<file path="src/rtl/sh_pkg.sv">
package sh_pkg;

    typedef enum logic [1:0] {
        ST_IDLE  = 2'd0,
        ST_RUN   = 2'd1,
        ST_DRAIN = 2'd2,
        ST_HOLD  = 2'd3
    } sh_state_e;

endpackage

</file>
<file path="src/rtl/sh_shadow_bank.sv">
module sh_shadow_bank #(
    parameter int WORD_W = 16,
    parameter int NBUF   = 2
) (
    input  logic                         clk,
    input  logic                         rst_n,
    input  logic [WORD_W-1:0]            data_in,
    input  logic [NBUF-1:0]              load,
    output logic [NBUF-1:0][WORD_W-1:0]  regs
);

    // One holding register per buffer, each with its own load strobe.
    for (genvar g = 0; g < NBUF; g++) begin : g_buf
        always_ff @(posedge clk or negedge rst_n) begin
            if (!rst_n) begin
                regs[g] <= '0;
            end else if (load[g]) begin
                regs[g] <= data_in;
            end
        end
    end

endmodule

</file>
<file path="src/rtl/sh_bit_pick.sv">
module sh_bit_pick #(
    parameter int WORD_W = 16,
    localparam int IDX_W = $clog2(WORD_W)
) (
    input  logic [WORD_W-1:0] word,
    input  logic [IDX_W-1:0]  idx,
    input  logic              msb_first,
    output logic              bit_out
);

    logic [WORD_W-1:0] rev;

    // Reversed copy of the word, so that both orders use the same index.
    for (genvar g = 0; g < WORD_W; g++) begin : g_rev
        assign rev[g] = word[WORD_W-1-g];
    end

    always_comb begin
        if (msb_first) begin
            bit_out = rev[idx];
        end else begin
            bit_out = word[idx];
        end
    end

endmodule

</file>
<file path="src/rtl/pingpong_shifter.sv">
module pingpong_shifter
    import sh_pkg::*;
#(
    parameter int WORD_W = 16,
    parameter int CNT_W  = 8
) (
    input  logic              clk,
    input  logic              rst_n,
    input  logic              tick,
    input  logic [WORD_W-1:0] data_in,
    input  logic              load_a,
    input  logic              load_b,
    input  logic              shift_en,
    input  logic              msb_first,
    input  logic              fixed_mode,
    input  logic [CNT_W-1:0]  bit_count,
    input  logic              park_high,
    output logic              sdo,
    output logic              sclk,
    output logic              busy
);

    localparam int                NBUF     = 2;
    localparam int                IDX_W    = $clog2(WORD_W);
    localparam logic [IDX_W-1:0]  LAST_IDX = IDX_W'(WORD_W - 1);

    // ---------------- holding registers ----------------
    logic [NBUF-1:0][WORD_W-1:0] shadow;

    sh_shadow_bank #(
        .WORD_W (WORD_W),
        .NBUF   (NBUF)
    ) u_bank (
        .clk     (clk),
        .rst_n   (rst_n),
        .data_in (data_in),
        .load    ({load_b, load_a}),
        .regs    (shadow)
    );

    // ---------------- state and datapath registers ----------------
    sh_state_e         state, state_nx;
    logic              sclk_q;
    logic              sdo_q;
    logic              sel;
    logic [IDX_W-1:0]  idx;
    logic [WORD_W-1:0] word;
    logic [CNT_W-1:0]  cnt_done;
    logic [CNT_W-1:0]  cnt_l;
    logic              fixed_l;
    logic              msb_l;
    logic              park_l;

    // ---------------- decode ----------------
    logic shifting;
    logic fall_tick;
    logic rise_tick;
    logic word_end;
    logic count_hit;
    logic free_stop;
    logic start_ok;
    logic do_start;
    logic stop_now;
    logic advance;

    always_comb begin
        shifting  = (state == ST_RUN) || (state == ST_DRAIN);
        fall_tick = tick && sclk_q;
        rise_tick = tick && !sclk_q;
        word_end  = (idx == LAST_IDX);
        count_hit = fixed_l && (cnt_done == cnt_l);
        free_stop = !fixed_l && !shift_en;
        start_ok  = shift_en && (fixed_mode ? (bit_count != '0) : sclk_q);
    end

    // ---------------- next state ----------------
    always_comb begin
        state_nx = state;
        unique case (state)
            ST_IDLE: begin
                if (tick && start_ok) begin
                    state_nx = ST_RUN;
                end
            end
            ST_RUN: begin
                if (fall_tick && count_hit) begin
                    state_nx = ST_HOLD;
                end else if (fall_tick && word_end && free_stop) begin
                    state_nx = ST_IDLE;
                end else if (free_stop) begin
                    state_nx = ST_DRAIN;
                end
            end
            ST_DRAIN: begin
                if (fall_tick && word_end) begin
                    state_nx = ST_IDLE;
                end
            end
            ST_HOLD: begin
                if (!shift_en) begin
                    state_nx = ST_IDLE;
                end
            end
            default: state_nx = ST_IDLE;
        endcase
    end

    always_comb begin
        do_start = (state == ST_IDLE) && (state_nx == ST_RUN);
        stop_now = shifting && ((state_nx == ST_IDLE) || (state_nx == ST_HOLD));
        advance  = shifting && fall_tick && !stop_now;
    end

    // ---------------- state register ----------------
    always_ff @(posedge clk or negedge rst_n) begin
        if (!rst_n) begin
            state <= ST_IDLE;
        end else begin
            state <= state_nx;
        end
    end

    // ---------------- next bit selection ----------------
    logic [IDX_W-1:0]  pick_idx;
    logic [WORD_W-1:0] pick_word;
    logic              pick_msb;
    logic              pick_bit;

    always_comb begin
        if (state == ST_IDLE) begin
            pick_word = shadow[0];
            pick_idx  = '0;
            pick_msb  = msb_first;
        end else begin
            pick_word = word_end ? shadow[sel ^ 1'b1] : word;
            pick_idx  = word_end ? '0 : idx + 1'b1;
            pick_msb  = msb_l;
        end
    end

    sh_bit_pick #(
        .WORD_W (WORD_W)
    ) u_pick (
        .word      (pick_word),
        .idx       (pick_idx),
        .msb_first (pick_msb),
        .bit_out   (pick_bit)
    );

    // ---------------- outputs and datapath ----------------
    always_ff @(posedge clk or negedge rst_n) begin
        if (!rst_n) begin
            sclk_q   <= 1'b0;
            sdo_q    <= 1'b0;
            sel      <= 1'b0;
            idx      <= '0;
            word     <= '0;
            cnt_done <= '0;
            cnt_l    <= '0;
            fixed_l  <= 1'b0;
            msb_l    <= 1'b0;
            park_l   <= 1'b0;
        end else begin
            // shift clock
            if (tick) begin
                if (!shifting) begin
                    if (do_start) begin
                        sclk_q <= 1'b0;
                    end else if (fixed_mode) begin
                        sclk_q <= park_high;
                    end else begin
                        sclk_q <= ~sclk_q;
                    end
                end else if (!sclk_q) begin
                    sclk_q <= 1'b1;
                end else if (state_nx == ST_HOLD) begin
                    sclk_q <= park_l;
                end else begin
                    sclk_q <= 1'b0;
                end
            end

            // bit counter for fixed-count transfers
            if (do_start) begin
                cnt_done <= '0;
            end else if (shifting && rise_tick) begin
                cnt_done <= cnt_done + 1'b1;
            end

            // configuration captured at start
            if (do_start) begin
                cnt_l   <= bit_count;
                fixed_l <= fixed_mode;
                msb_l   <= msb_first;
                park_l  <= park_high;
            end

            // word, index and buffer select
            if (do_start) begin
                sel   <= 1'b0;
                idx   <= '0;
                word  <= shadow[0];
                sdo_q <= pick_bit;
            end else if (advance) begin
                idx   <= pick_idx;
                sdo_q <= pick_bit;
                if (word_end) begin
                    sel  <= sel ^ 1'b1;
                    word <= shadow[sel ^ 1'b1];
                end
            end else if (stop_now && (state_nx == ST_IDLE)) begin
                sel <= 1'b0;
                idx <= '0;
            end
        end
    end

    assign sclk = sclk_q;
    assign sdo  = sdo_q;
    assign busy = shifting;

endmodule

</file>
<file path="config.mk">
export PLATFORM = sky130hd
export DESIGN_NAME = pingpong_shifter
export DESIGN_NICKNAME = d
export VERILOG_FILES = /design/src/rtl/sh_pkg.sv /design/src/rtl/sh_shadow_bank.sv /design/src/rtl/sh_bit_pick.sv /design/src/rtl/pingpong_shifter.sv
export SDC_FILE = /design/constraint.sdc
export NUM_CORES = 1
export LEC_CHECK = 0
export ABC_AREA = 1
export BUFFER_PORTS_ARGS = -buffer_cell sky130_fd_sc_hd__clkbuf_2
export CAP_MARGIN = 0
export CORE_UTILIZATION = 60
export CTS_BUF_LIST = sky130_fd_sc_hd__clkbuf_4
export CTS_CLUSTER_SIZE = 40
export DETAILED_ROUTE_END_ITERATION = 7
export MAX_ROUTING_LAYER = met4
export PLACE_DENSITY = 0.8
export REMOVE_ABC_BUFFERS = 1
export SKIP_CTS_REPAIR_TIMING = 1
export SLEW_MARGIN = 10
export SYNTH_ARGS = -nofsm -noshare
export SYNTH_HDL_FRONTEND = slang
export SYNTH_SLANG_ARGS = --single-unit
</file>
<file path="constraint.sdc">
create_clock -name clk -period 4.73 [get_ports clk]
set_clock_uncertainty 0.15 [all_clocks]
set_input_delay 0.473 -clock clk [delete_from_list [all_inputs] [get_ports clk]]
set_output_delay 0.473 -clock clk [all_outputs]
set_load 0.01 [all_outputs]
</file>
# Word level (Yosys, flattened, before mapping)
# Cells that the tools add are included.
# word_totals
inputBits,33
register_bits,76
word_cells,93
output_inout_bits,3
# classes
n_mux,38
n_addsub,2
magnitude_cmp,2
n_eq_ne,8
reduce_logical,28
n_bitwise,2
# op_table
cell,count
$mux W16,6
$mux W4,5
$mux W1,16
$mux W8,2
$logic_and A1 B1 Y1,15
$mux W2,6
$add A8 B1 Y8 const B,1
$bmux W1 S4,2
$eq A8 B8 Y1,1
$pmux W2 S4,1
$reduce_bool A8 Y1,1
$eq A2 B2 Y1 const B,3
$lt A4 B5 Y1 const B,1
$add A4 B1 Y4 const B,1
$eq A2 B1 Y1 const B,2
$eq A4 B4 Y1 const B,1
$logic_not A1 Y1,4
$logic_not A2 Y1,2
$reduce_bool A2 Y1,2
$ne A3 B3 Y1 const B,1
$reduce_bool A3 Y1,1
$logic_or A1 B1 Y1,2
$lt A1 B2 Y1 const B,1
$not A1 Y1,2
$reduce_and A2 Y1,1

# Depth between registers and ports, before layout
# Gate-level depths: netlist of the first run.
# logic_depth
ltp_word,13
ltp_mapped,17
mapped_depth_nobuf,17

# Hierarchy
# A second synthesis of the first run with hierarchy kept.
# hier_totals
cells_unflattened,643
area_unflattened_um2,4515.6
# by_module_without_submodules
module,area_each_um2,cells_per_inst,n_inst,seq_area_each_um2
pingpong_shifter,2901.5,429,1,1101.1
sh_shadow_bank,1246.2,136,1,800.8
sh_bit_pick,367.9,78,1,0.0

# Worst setup path after synthesis of the first run
# No wires, ideal clock.
# synth_path
path_kind,reg-to-reg
start,register idx[0]
end,register word[7]
setup_slack_ps,1855
path_buffers,1
path_stages_with_launch,18
period_less_slack_ps,2875
t_arrival_ps,2600
cell_sequence,dfrtp_1 -> ha_1 -> nand3_4 -> inv_4 -> nand2_2 -> nand2_2 -> nand3_2 -> nand2_1 -> nand2_2 -> nor2_1 -> inv_1 -> ha_1 -> nand2_1 -> nor2_2 -> clkinv_1 -> clkbuf_1 -> nand3_1 -> nand3_1
# synth_between
elab_chain_cells,12
word_cells_on_any_way,19
# synth_rtl
element,line,text
start: declaration,pingpong_shifter.sv:46,logic [IDX_W-1:0] idx;
start signal: assignment,pingpong_shifter.sv:205,idx <= pick_idx;
$eq A4 B4 Y1 *,pingpong_shifter.sv:70,word_end = (idx == LAST_IDX);
$logic_and A1 B1 Y1 *,"pingpong_shifter.sv:88, pingpong_shifter.sv:95",
$logic_and A1 B1 Y1,pingpong_shifter.sv:88,end else if (fall_tick && word_end && free_stop) begin
$mux W2,pingpong_shifter.sv:88,
$mux W2,pingpong_shifter.sv:86,if (fall_tick && count_hit) begin
$pmux W2 S4 *,pingpong_shifter.sv:79,unique case (state)
net state_nx[0],pingpong_shifter.sv:42,"sh_state_e state, state_nx;"
$eq A2 B2 Y1 / $logic_not A2 Y1 (equally long branches),pingpong_shifter.sv:110,stop_now = shifting && ((state_nx == ST_IDLE) || (state_nx == ST_HOLD));
$logic_or A1 B1 Y1,pingpong_shifter.sv:110,
$logic_and A1 B1 Y1,pingpong_shifter.sv:110,
$logic_not A1 Y1,pingpong_shifter.sv:111,advance = shifting && fall_tick && !stop_now;
$logic_and A1 B1 Y1,pingpong_shifter.sv:111,
$reduce_bool A2 Y1 (no source line),-,
end signal: assignment,pingpong_shifter.sv:202,word <= shadow[0];
end signal: assignment,pingpong_shifter.sv:209,word <= shadow[sel ^ 1'b1];
end: declaration,pingpong_shifter.sv:47,logic [WORD_W-1:0] word;
# Mark *: on every way through the listed nets, which the timed path passes. The rest lies on a longest branch. The select of a mux whose other input is x is not followed.
# A chain may end at the register's enable or synchronous reset.

# Worst setup path after layout of the first run
# layout_path
start,register state[0]
end,register sel
# layout_between
elab_chain_cells,11
word_cells_on_any_way,27
# layout_rtl
element,line,text
start: declaration,pingpong_shifter.sv:42,
start signal: assignment,pingpong_shifter.sv:119,state <= state_nx;
$mux W2,pingpong_shifter.sv:90,end else if (free_stop) begin
$mux W2,pingpong_shifter.sv:88,
$mux W2,pingpong_shifter.sv:86,
$pmux W2 S4,pingpong_shifter.sv:79,
$eq A2 B2 Y1 / $logic_not A2 Y1 (equally long branches),"pingpong_shifter.sv:110, pingpong_shifter.sv:211",
$logic_or A1 B1 Y1,pingpong_shifter.sv:110,
$logic_and A1 B1 Y1,pingpong_shifter.sv:110,
$logic_not A1 Y1,pingpong_shifter.sv:111,
$logic_and A1 B1 Y1,pingpong_shifter.sv:111,
$ne A3 B3 Y1 (no source line) (tied with other cells),-,
$reduce_and A2 Y1 (no source line) / $mux W1 (equally long branches),-,
end signal: assignment,pingpong_shifter.sv:208,sel <= sel ^ 1'b1;
end: declaration,pingpong_shifter.sv:45,logic sel;
# Parallel ways exist; a longest one is shown, timed or not.

==> flow_summary_export.csv, run 1 <==
group,metric,value,unit
cells_and_area,layout_commonest_cell,"nand2_1",
sta,rsz0062_at_grt,"false",
routing,drt_first_iter_violations,339,
power_and_ir_drop,seq_power_share,36.0,%
synthesis,synth_edf_count,0,
critical_path,r2r_slack,0.43,ns
floorplanning,fp.dieW,88.3,µm
status,status,"finished, final reports clean",
placement,gp_congestion,0.956,
sta,fin_crit_sh,91.0,%
worst_hold_path,holdCritPathClass,"input pin to async pin",
sta,fmax,0.232,GHz
floorplanning,die_y,88.3,µm
global_route,grt_max_degree,77,
power_and_ir_drop,power_leakage,2.44,nW
sta,tightest_slew,0.941,ns
floorplanning,ios,36,
synthesis,ys.flop_type,"dfrtp_1",
power_and_ir_drop,ir_drop,0.000235,V
sta,finalHoldViolCount,0,
synthesis,ys_types,37,
critical_path,critPathMaxFanout,26,
routing,routedWlPerCell,14.0,µm
routing,ant_nets,0,
sta,finalSetupViolCount,0,
power_and_ir_drop,p_switching,0.00119,W
sta,report.final.slew_viol_count,0,
critical_path,crit_buf_inv,7,
routing,drt-vias-per-instance,5.71,
routing,vias,4133,
cells_and_area,antenna_cells,0,
placement,dp_cells,708,
critical_path,cp.arrival,4.52,ns
floorplanning,num_rows,31,
clock_tree,clk_latency,0.43,ns
floorplanning,dieArea,7800,µm²
power_and_ir_drop,p_clk_share,17.1,%
placement,io_buffer_count,35,
cells_and_area,fillers,626,
clock_tree,cts_buffers,9,
global_route,grt_usage,29.8,%
sta,fin_tns_setup,0,ns
routing,wl_met1,4.59,mm
routing,dr_wl_met2,4.89,mm
synthesis,netlist_area,4470,µm²
synthesis,synth_compound_gate_area_share,7.56,%
floorplanning,initial_core_util,61.9,%
critical_path,cp_slowest_cell,"ha_1",
synthesis,ys_async_sr_fraction,100,%
critical_path,crit_path_end_kind,"register",
clock_tree,cts_tree,"yes",
cells_and_area,mostFrequentLayoutCells,"nand2_1 (165), nand3_1 (115), dfrtp_1 (76)",
flow_run,max-cap-violations,0,
cells_and_area,finalNetCount,661,
floorplanning,core_area,7210,µm²
synthesis,synth_xor_area_share,0.980,%
placement,place_hpwl,6.87,mm
sta,max_slew_margin,37.3,%
power_and_ir_drop,power_density,554,nW/µm²
synthesis,yosys-top-cells-area,"dfrtp_1 (43%), nand2_1 (14%), nand3_1 (13%)",
clock_tree,ctsLongestPathBuffers,2,
routing,top_layer,"met4",
synthesis,ys_seq_area_share,42.6,%
clock_tree,cts_htree_levels,3,
clock_tree,cts_root_buf,"clkbuf_4",
routing,dr.pass1.iters,5,
synthesis,synth_top_cell_area_share,42.6,%
critical_path,critical-path-max-stage-delay,0.66,ns
synthesis,syn_inst,599,
critical_path,crit_path_start_kind,"register",
global_route,grt_antenna_before_repair,0,
sta,finalCriticalPeriod,4.30,ns
placement,placed_area,4640,µm²
critical_path,worstPathRequired,4.95,ns
global_route,grt_pass1_wl,17.6,mm
cells_and_area,final_cells,724,
power_and_ir_drop,power.internal,0.00147,W
cells_and_area,syn_to_final_growth,7.39,%
critical_path,cpMostUsedCell,"inv_1",
cells_and_area,drive_gt1_share,12.5,%
routing,routed_wl,10.1,mm
critical_path,crit_chain,"inv_1, ha_1, inv_1, buf_4, a21oi_1, inv_1, nand2_1, inv_1, ha_1, nand2_1, nor2_2, buf_4, clkinv_1, o21ai_0, nand2_1, a21boi_1",
clock_tree,cts.sinks,76,
routing,route.met3.wl,510,µm
power_and_ir_drop,swShare,44.7,%
global_route,grt_pass1_vias,3977,
synthesis,yosys_warnings,0,
cells_and_area,final_cell_area,4800,µm²
synthesis,synth_top_cell_by_area,"dfrtp_1",
clock_tree,path_clk_slew,0.12,ns
synthesis,synth-seq-cells,76,
routing,drc_errors,0,
critical_path,path_delay_family,"buffers and inverters",
critical_path,path_class,"register to register",
power_and_ir_drop,comb_power_share,46.9,%
synthesis,synthMuxAreaShare,2.77,%
synthesis,synth_top_family_by_area,"simple AND/OR/NAND/NOR gates",
synthesis,synth_simple_gate_area_share,34.6,%
synthesis,synthAdderAreaFrac,2.24,%
synthesis,avgSynthCellArea,7.46,µm²
global_route,overflow,0,
stage by stage:
stage	hold WS, ns	total power, W	utilization, %	worst slack (ns)
after global placement	0.323	0.00214	64.3	0.739
final	0.0139	0.00266	66.5	0.426
after detailed placement	0.334	0.00220	64.3	0.502
after global routing	0.0940	0.00290	66.5	0.00149
after floorplan	0.0274	0.00186	-	0.909
after CTS	0.0567	0.00266	66.5	0.478
path summary, 6_finish.rpt:
kind / endpoint / from / depth (start not counted)
min reg2reg: cnt_l[7]$_DFFE_PN0P_ / cnt_l[7]$_DFFE_PN0P_ / 2
min: cnt_done[0]$_DFFE_PN0P_ / rst_n / 1
max in group asynchronous: cnt_l[3]$_DFFE_PN0P_ / rst_n / 1
min in group clk: cnt_l[2]$_DFFE_PN0P_ / bit_count[2] / 3
max reg2reg: sel$_DFFE_PN0P_ / state[0]$_DFF_PN0_ / 16
max: sel$_DFFE_PN0P_ / state[0]$_DFF_PN0_ / 16
sequential cells by signal, summed over array words and instances, names as in the netlist:
signal / cells
cnt_l: 8
msb_l: 1
sel: 1
state: 2
fixed_l: 1
park_l: 1
word: 16
sdo: 1
cnt_done: 8
sclk: 1
idx: 4
u_bank.regs: 32
cells in the mapped netlist, types with 2 or more instances:
cell,number
mux2_2,11
o21ai_1,2
nand3_1,115
ha_1,8
clkbuf_1,11
nand2_1,165
nor2_1,18
nand4_1,22
nand2_2,4
nor3_2,3
xor2_1,5
dfrtp_1,76
inv_2,2
o21ai_0,49
buf_6,4
nor3_1,3
a21oi_1,6
buf_2,11
inv_1,66
power by group through the flow:
stage / Combinational (W) / Clock [W] / Sequential, W
2_1_floorplan: 0.000928 / 0 / 0.000929
3_3_place_gp: 0.00119 / 0 / 0.000956
3_5_place_dp: 0.00124 / 0 / 0.000963
4_1_cts: 0.00124 / 0.000464 / 0.000953
5_1_grt: 0.00143 / 0.000487 / 0.000978
6_report: 0.00125 / 0.000456 / 0.000956
layer usage:
layer	GRT usage (%)	vias up
li1	-	2022
met1	36.9	1963
met2	49.5	131
met3	6.25	17
met4	8.36	0
met5	-	-
cells by family (layout without fill, tap and decap cells):
family	count (synthesis)	after routing
AO/OA/AOI/OAI	64	64
XOR/XNOR	5	5
adder cells (fa/ha/maj)	8	8
buffers and inverters	97	123
flip-flops	76	76
multiplexers	11	11
AND/OR/NAND/NOR	338	338
final cells by class:
type	instances	area, µm²	area share [%]
clock buffer	10	75.1	1.56
clock inverter	6	87.6	1.83
inverter	70	265	5.53
multi-input combinational	426	2150	44.9
sequential	76	1900	39.6
tap	99	124	2.58
timing repair buffer	37	193	4.02
Note: power is estimated with default switching activity, not from simulation.
==> run 2: changes to the inputs <==
==> constraint.sdc (replaced) <==
create_clock -name clk -period 4.73 [get_ports clk]
set_clock_uncertainty 0.15 [all_clocks]
set_input_delay 1.1825 -clock clk [delete_from_list [all_inputs] [get_ports clk]]
set_output_delay 1.1825 -clock clk [all_outputs]
set_load 0.01 [all_outputs]
==> run 2 against run 1 <==
  * Clock-buffer cell count down 1
  * Hold slack improved by 0.36 ns
  * Flip-flop and latch count stayed put
  * Cell area grew 0.76%
  * Highest routed layer unchanged
  * Sequential share of layout area decreased by 0.30 points
  * Die area did not move
  * Critical path depth grew 2
  * Largest cell class unchanged
  * Via count is 0.31% higher
  * Critical endpoint unchanged
  * Global-route usage grew 0.93 points
  * Combinational power about the same
  * Sequential power hardly changed
  * Clock power increased by 13%
==> flow_summary_export.csv, run 2 (same netlist as run 1, synthesis figures left out) <==
group,metric,value,unit
sta,fin_tns_setup,0,ns
power_and_ir_drop,comb_power_share,46.3,%
critical_path,crit_path_end_kind,"register",
clock_tree,clk_latency,0.44,ns
clock_tree,cts.sinks,76,
placement,place_hpwl,7.06,mm
power_and_ir_drop,power_density,567,nW/µm²
power_and_ir_drop,ir_drop,0.000239,V
cells_and_area,largest_reg_flops,32,
cells_and_area,fillers,624,
cells_and_area,top_register,"u_bank.regs",
placement,io_buffer_count,35,
power_and_ir_drop,power_leakage,2.46,nW
cells_and_area,final_util,67.0,%
flow_run,max-cap-violations,0,
critical_path,crit_path_start_kind,"register",
sta,max_slew_margin,35.9,%
global_route,overflow,0,
status,status,"finished, final reports clean",
critical_path,worstPathRequired,4.95,ns
worst_hold_path,holdCritPathClass,"register to register",
critical_path,critPathMaxFanout,26,
sta,finalCriticalPeriod,3.37,ns
routing,routedWlPerCell,14.5,µm
sta,finalHoldViolCount,0,
routing,routed_wl,10.5,mm
sta,rsz0062_at_grt,"false",
floorplanning,ios,36,
critical_path,cp.arrival,3.58,ns
routing,drc_errors,0,
routing,drt_first_iter_violations,331,
cells_and_area,finalNetCount,662,
cells_and_area,syn_to_final_growth,8.21,%
global_route,grt_antenna_before_repair,0,
sta,fin_crit_sh,71.2,%
routing,ant_nets,0,
floorplanning,num_rows,31,
global_route,grt_pass1_wl,18.0,mm
cells_and_area,antenna_cells,0,
clock_tree,cts_tree,"yes",
sta,report.final.slew_viol_count,0,
floorplanning,initial_core_util,61.9,%
critical_path,path_class,"register to register",
floorplanning,die_y,88.3,µm
power_and_ir_drop,p_clk_share,18.8,%
cells_and_area,mostFrequentLayoutCells,"nand2_1 (165), nand3_1 (115), dfrtp_1 (76)",
power_and_ir_drop,seq_power_share,34.9,%
clock_tree,path_clk_slew,0.12,ns
clock_tree,ctsLongestPathBuffers,2,
cells_and_area,drive_gt1_share,12.8,%
global_route,grt_max_degree,77,
floorplanning,fp.dieW,88.3,µm
clock_tree,cts_root_buf,"clkbuf_4",
cells_and_area,layout_commonest_cell,"nand2_1",
global_route,grt_pass1_vias,4012,
clock_tree,cts_buffers,9,
floorplanning,dieArea,7800,µm²
routing,dr.pass1.iters,5,
cells_and_area,largest_registers,"u_bank.regs: 32 flops, word: 16 flops",
routing,drt-vias-per-instance,5.72,
clock_tree,cts_htree_levels,3,
sta,finalSetupViolCount,0,
global_route,grt_usage,30.7,%
floorplanning,core_area,7210,µm²
sta,tightest_slew,0.961,ns
power_and_ir_drop,p_switching,0.00121,W
sta,fmax,0.297,GHz
power_and_ir_drop,power.internal,0.00153,W
power_and_ir_drop,swShare,44.3,%
routing,vias,4146,
placement,gp_congestion,0.895,
run 2: changes by cell type in the layout (fill, tap and decap cells not counted), sizes merged:
cell      before  now
bufinv         2    3
clkinv         2    3
buf            3    4
clkbuf        44   43
clkinvlp       2    1
run 2: worst paths after layout:
path,startpoint,to,slack (ns),cells past startpoint
worst min register to register,msb_l$_DFFE_PN0P_,msb_l$_DFFE_PN0P_,0.37,2
min in group asynchronous,rst_n,cnt_done[5]$_DFFE_PN0P_,0.74,1
worst max register to register,idx[0]$_DFFE_PN0P_,sel$_DFFE_PN0P_,1.36,18
max in group asynchronous,rst_n,u_bank.regs[15]$_DFFE_PN0P_,3.08,1
worst min-delay path,msb_l$_DFFE_PN0P_,msb_l$_DFFE_PN0P_,0.37,2
worst max-delay path,idx[0]$_DFFE_PN0P_,sel$_DFFE_PN0P_,1.36,18
run 2: through the flow:
step / total power, W / cells / worst slack (ns) / hold WS [ns] / instance area (µm²)
final: 0.00274 / 725 / 1.36 / 0.370 / 4830
after global routing: 0.00298 / 725 / 1.01 / 0.384 / 4830
after CTS: 0.00273 / 725 / 1.41 / 0.371 / 4830
after detailed placement: 0.00221 / 709 / 1.00 / 0.340 / 4640
after global placement: 0.00215 / 709 / 1.09 / 0.319 / 4640
after floorplan: 0.00186 / 572 / 0.754 / 0.298 / 4320
run 2: critical path, stage by stage, from the launching register on:
cell,delay [ns]
dfrtp_1,0.46
ha_1,0.28
nand3_4,0.28
inv_4,0.30
nand2_2,0.12
nand2_2,0.08
nand3_2,0.06
nand2_1,0.08
nand2_2,0.08
nor2_1,0.16
inv_1,0.08
ha_1,0.29
nand2_1,0.07
nor2_2,0.11
clkinv_1,0.07
buf_4,0.22
o21ai_0,0.17
nand2_1,0.07
a21boi_1,0.17
run 2: power by group through the flow:
stage / Combinational (W) / Sequential (W) / Clock (W)
floorplan: 0.000928 / 0.000929 / 0
global placement: 0.00119 / 0.000957 / 0
detailed placement: 0.00125 / 0.000966 / 0
CTS: 0.00125 / 0.000954 / 0.000525
global route: 0.00146 / 0.000975 / 0.000549
finish: 0.00127 / 0.000956 / 0.000516
run 2: routing by layer:
metal,GRT usage (%),routed length (µm)
met5,-,0
met4,11.1,187
met3,7.18,555
met2,50.4,5170
met1,37.0,4620
run 2: final cells by class:
type                            count  area (µm²)  area share (%)
Tap cell                           99         124            2.56
Multi-Input combinational cell    426        2150            44.5
Timing Repair Buffer               38         200            4.14
Clock inverter                      7         124            2.56
Sequential cell                    76        1900            39.3
Clock buffer                        9        67.6            1.40
Inverter                           70         265            5.49
